$ cat config.mk
export PLATFORM = sky130hd
export DESIGN_NAME = fpx_trap_unit
export DESIGN_NICKNAME = d
export VERILOG_FILES = /design/src/rtl/fpx_pkg.sv /design/src/rtl/fpx_raise_eval.sv /design/src/rtl/fpx_onehot.sv /design/src/rtl/fpx_trap_unit.sv
export SDC_FILE = /design/constraint.sdc
export NUM_CORES = 1
export LEC_CHECK = 0
export BUFFER_PORTS_ARGS = -buffer_cell sky130_fd_sc_hd__buf_2
export CAP_MARGIN = 20
export CORE_MARGIN = 10
export CORE_UTILIZATION = 43
export DETAILED_ROUTE_END_ITERATION = 8
export PLACE_DENSITY = 0.74
export SYNTH_ARGS = -nofsm -noshare
export SYNTH_HDL_FRONTEND = slang
export SYNTH_SLANG_ARGS = --single-unit
export TNS_END_PERCENT = 20
$ cat constraint.sdc
create_clock -name clk -period 1.13 [get_ports clk]
set_input_delay 0.0565 -clock clk [delete_from_list [all_inputs] [get_ports clk]]
set_output_delay 0.0565 -clock clk [all_outputs]
set_load 0.01 [all_outputs]
$ cat src/rtl/fpx_pkg.sv
package fpx_pkg;
    // exception class bit positions, shared by status, enable and summary
    localparam int FPX_NCLS   = 6;
    localparam int FPX_INV    = 0;
    localparam int FPX_DZE    = 1;
    localparam int FPX_OVF    = 2;
    localparam int FPX_UNF    = 3;
    localparam int FPX_INE    = 4;
    localparam int FPX_IOV    = 5;
    // software-completion tag sits just above the class bits
    localparam int FPX_SWC    = FPX_NCLS;
    localparam int FPX_SUMW   = FPX_NCLS + 1;
endpackage

$ cat src/rtl/fpx_raise_eval.sv
module fpx_raise_eval #(
    parameter int NCLS = 6
) (
    input  logic            swc,
    input  logic [NCLS-1:0] flags,
    input  logic [NCLS-1:0] ignore,
    input  logic [NCLS-1:0] enable,
    output logic [NCLS-1:0] sticky_set,
    output logic [NCLS-1:0] trap_bits,
    output logic            trap_fire
);
    logic [NCLS-1:0] kept;

    always_comb begin
        kept = flags & ~ignore;
        if (swc) begin
            // ignore mask removed before anything becomes sticky
            sticky_set = kept;
            trap_bits  = kept & enable;
        end else begin
            // every raised flag is recorded, ignore only affects trapping
            sticky_set = flags;
            trap_bits  = kept;
        end
        trap_fire = |trap_bits;
    end
endmodule

$ cat src/rtl/fpx_onehot.sv
module fpx_onehot #(
    parameter int N = 32,
    localparam int W = (N > 1) ? $clog2(N) : 1
) (
    input  logic [W-1:0] idx,
    output logic [N-1:0] onehot
);
    for (genvar i = 0; i < N; i++) begin : g_bit
        assign onehot[i] = (idx == W'(i));
    end
endmodule

$ cat src/rtl/fpx_trap_unit.sv
module fpx_trap_unit
    import fpx_pkg::*;
#(
    parameter int NREGS = 32,
    parameter int WR_W  = 8,
    localparam int REG_W = (NREGS > 1) ? $clog2(NREGS) : 1
) (
    input  logic                clk,
    input  logic                rst_n,
    input  logic                raise_valid,
    input  logic                raise_swc,
    input  logic [FPX_NCLS-1:0] raise_flags,
    input  logic [FPX_NCLS-1:0] raise_ignore,
    input  logic [REG_W-1:0]    raise_reg,
    input  logic                wr_en,
    input  logic                wr_sel,
    input  logic [WR_W-1:0]     wr_data,
    output logic [FPX_NCLS-1:0] status_o,
    output logic [FPX_NCLS-1:0] enable_o,
    output logic                trap_valid,
    output logic [FPX_SUMW-1:0] trap_summary,
    output logic [NREGS-1:0]    trap_regmask
);
    typedef struct packed {
        logic [FPX_NCLS-1:0] status;
        logic [FPX_NCLS-1:0] enable;
        logic                trap_v;
        logic [FPX_SUMW-1:0] summ;
        logic [NREGS-1:0]    mask;
    } state_t;

    state_t state_d, state_q;

    logic [FPX_NCLS-1:0] sticky_set;
    logic [FPX_NCLS-1:0] trap_bits;
    logic                trap_fire;
    logic [NREGS-1:0]    reg_onehot;

    fpx_raise_eval #(.NCLS(FPX_NCLS)) u_eval (
        .swc        (raise_swc),
        .flags      (raise_flags),
        .ignore     (raise_ignore),
        .enable     (state_q.enable),
        .sticky_set (sticky_set),
        .trap_bits  (trap_bits),
        .trap_fire  (trap_fire)
    );

    fpx_onehot #(.N(NREGS)) u_dec (
        .idx    (raise_reg),
        .onehot (reg_onehot)
    );

    always_comb begin
        logic [FPX_NCLS-1:0] stat_base;
        logic [FPX_NCLS-1:0] en_base;
        logic                fire;

        state_d   = state_q;
        stat_base = (wr_en && !wr_sel) ? wr_data[FPX_NCLS-1:0] : state_q.status;
        en_base   = (wr_en &&  wr_sel) ? wr_data[FPX_NCLS-1:0] : state_q.enable;
        fire      = raise_valid && trap_fire;

        state_d.status = stat_base | (raise_valid ? sticky_set : '0);
        state_d.enable = en_base;
        state_d.trap_v = fire;
        state_d.summ   = fire ? {raise_swc, trap_bits} : '0;
        state_d.mask   = fire ? reg_onehot : '0;
    end

    always_ff @(posedge clk) begin
        if (!rst_n) begin
            state_q <= '0;
        end else begin
            state_q <= state_d;
        end
    end

    assign status_o     = state_q.status;
    assign enable_o     = state_q.enable;
    assign trap_valid   = state_q.trap_v;
    assign trap_summary = state_q.summ;
    assign trap_regmask = state_q.mask;
endmodule

==> results.tsv <==
metric	value	unit
port_buffers	80	
worstPathMaxFanout	34	
pre_cts_ws	-5.17	ps
globalRoute.totalOverflow	0	
layout_setup_ws	-24.2	ps
reg2reg_depth	4	
num_rows	25	
antenna_found_initial	0	
ant_nets	0	
slowest_delay	330	ps
grt_max_degree	35	
arrival	1330	ps
layout-drive-gt1-share	39.5	%
status	finished, violations left	
grt.total_usage	13.1	%
max_slew.worst_pin.slew	329	ps
num_vias	1944	
setup_viol	14	
cts_max_path_buffers	2	
start_util	45.0	%
cts_tree	done	
violations	negative setup slack	
dieArea	0.00829	sq mm
yosysMostFrequentCell	dfxtp_1	
whs_path_depth	3	
critPathTopFamily	compound AO/OA/AOI/OAI gates	
nFillCells	437	
die_h	91.0	um
rsz0062_at_grt	true	
hp-class	input port to register	
wl	5560	um
cp-start-kind	register	
min-delay-start	wr_data[5]	
syn_to_final_growth	31.0	%
max_freq	866	MHz
async_flop_share	0	%
timing.critical_path.buf_inv	1	
core_area	0.00482	sq mm
drv_cap	0	
drt_iter0_markers	133	
place_hpwl	4240	um
leakagePower	1.28	nW
antennaDiodeCount	0	
synth_area	0.00217	sq mm
synth_warnings	0	
max-vdd-ir-drop	676	uV
ys.flop_type	dfxtp_1	
cts_sinks	52	
fin_area	0.00284	sq mm
synth_top_area_share	48.0	%
first_pass_iters	4	
slowest_stage	dfxtp_2	
gp_congestion	0.791	
route.detailed.drc	0	
drt-vias-per-instance	5.10	
path_class	register to register	
yosys-top-cells-count	dfxtp_1, nand3_1, a31oi_1	
seq_area	0.00104	sq mm
avgSynthCellArea	9.69	sq um
root_buffer	clkbuf_8	
synth.area.top_cells	dfxtp_1, a31oi_1, nand3_1	
slew_headroom	78.0	%
numCtsBuffers	5	
maxSlewViolCount	0	
fin_crit	1150	ps
synth_fp_nets	255	
ys_seq_area_share	48.0	%
dpl.cell_count	371	
ys_ff_latch	52	
multi_input_area	937	sq um
final_nets	344	
io_pins	83	
final_hold_viol_count	0	
cts_htree_levels	2	
crit_chain	nand2b_4 -> a32oi_4 -> buf_12 -> a31oi_1	
yosysUniqueCellTypes	23	
fin_cells	381	
r2r_slack	-20	ps
placed_cell_area	0.00273	sq mm
yosysTopAreaCell	dfxtp_1	
r2r_start	enable_o[0]	
wire_per_inst	14.6	um
path_clk_slew	90	ps
cp-end-kind	register	
grt_pass1_wl	9230	um
r2r-end	trap_regmask[4]	
grt_pass1_vias	1938	
fin_skew	6.03	ps
synth-edff-count	0	
post-route-util	59.0	%
die_w	91.0	um
worstPathRequired	1300	ps
clk_latency	300	ps
synthCells	224	
finalCritPeriodShare	102	%
min_to	status_o[5]	
p_per_area	1240	mW/mm^2
-- worst register-to-register path: cells and delay by family, from the launching register on --
kind                   cells  cell delay [ps]
buffers and inverters      1              210
flip-flops                 1              330
AND/OR/NAND/NOR            1              140
AO/OA/AOI/OAI              2              360
-- report_power, final --
group,total [mW],switching [mW],internal [mW]
registers,1.89,0.0156,1.87
logic,0.553,0.306,0.247
clock network,1.07,0.580,0.490
total,3.51,0.902,2.61
-- how the worst max path moves through the flow --
stage / start / endpoint / slack, ps / cells past startpoint
after floorplan: enable_o[0] / trap_regmask[0] / -0.1 / 4
after global placement: enable_o[0] / trap_regmask[4] / 8 / 4
after detailed placement: enable_o[3] / trap_regmask[15] / -5 / 4
after CTS: enable_o[3] / trap_regmask[15] / -30 / 4
after global routing: enable_o[0] / trap_regmask[15] / -70 / 4
final: enable_o[0] / trap_regmask[4] / -20 / 4
-- layout by cell type (no fill, tap or decap), drive strengths merged, types with 3 or more instances in the layout --
cell type | netlist | layout
nor2 | 3 | 3
and4 | 3 | 3
nand2 | 21 | 21
nand3 | 41 | 41
inv | 4 | 4
a31oi | 35 | 35
a32oi | 8 | 8
clkbuf | 4 | 6
nor2b | 8 | 8
a21boi | 11 | 11
dfxtp | 52 | 52
buf | 21 | 105
nand2b | 7 | 7
-- state kept, by name (all words and copies together), names as in the netlist --
name          cells
status_o          6
trap_valid        1
enable_o          6
trap_summary      7
trap_regmask     32
-- layer usage --
metal	vias to the layer above	GRT usage [%]	wire length (um)
met2	74	21.7	2610
met3	6	6.09	523
met1	877	14.7	2380
li1	987	-	-
met5	-	0	0
met4	0	3.79	48
-- final cells by class --
type,instances,area share (%)
Inverter,4,0.528
Tap cell,67,2.95
Clock buffer,6,2.91
Sequential cell,52,36.7
Multi-Input combinational cell,143,33.0
Clock inverter,2,0.352
Timing Repair Buffer,107,23.6
-- per-stage QoR --
stage | total power, mW | setup TNS, ps | hold WS, ps
final | 3.51 | -96.5 | 18.0
after global routing | 3.68 | -1750 | 28.2
after CTS | 3.53 | -214 | 16.9
after detailed placement | 2.48 | -9.52 | 261
after global placement | 2.47 | 0 | 256
after floorplan | 2.28 | -3.24 | 132
-- cell families (layout without fill, tap and decap cells) --
group	Yosys count	after routing	share of synthesized area, %
and+or+nand+nor	89	89	22.4
AOI/OAI and AO/OA	54	54	19.7
DFF	52	52	48.0
buffers and inverters	29	119	9.86
-- timing repair --
action,in CTS,in global routing
gates resized for setup,0,0
hold buffers,2,0
cloned,0,0
hold endpoints to repair,2,0
setup buffers,0,0
setup endpoints to repair,23,34
pin swaps,0,3
Power figures use the tool's default switching activity.
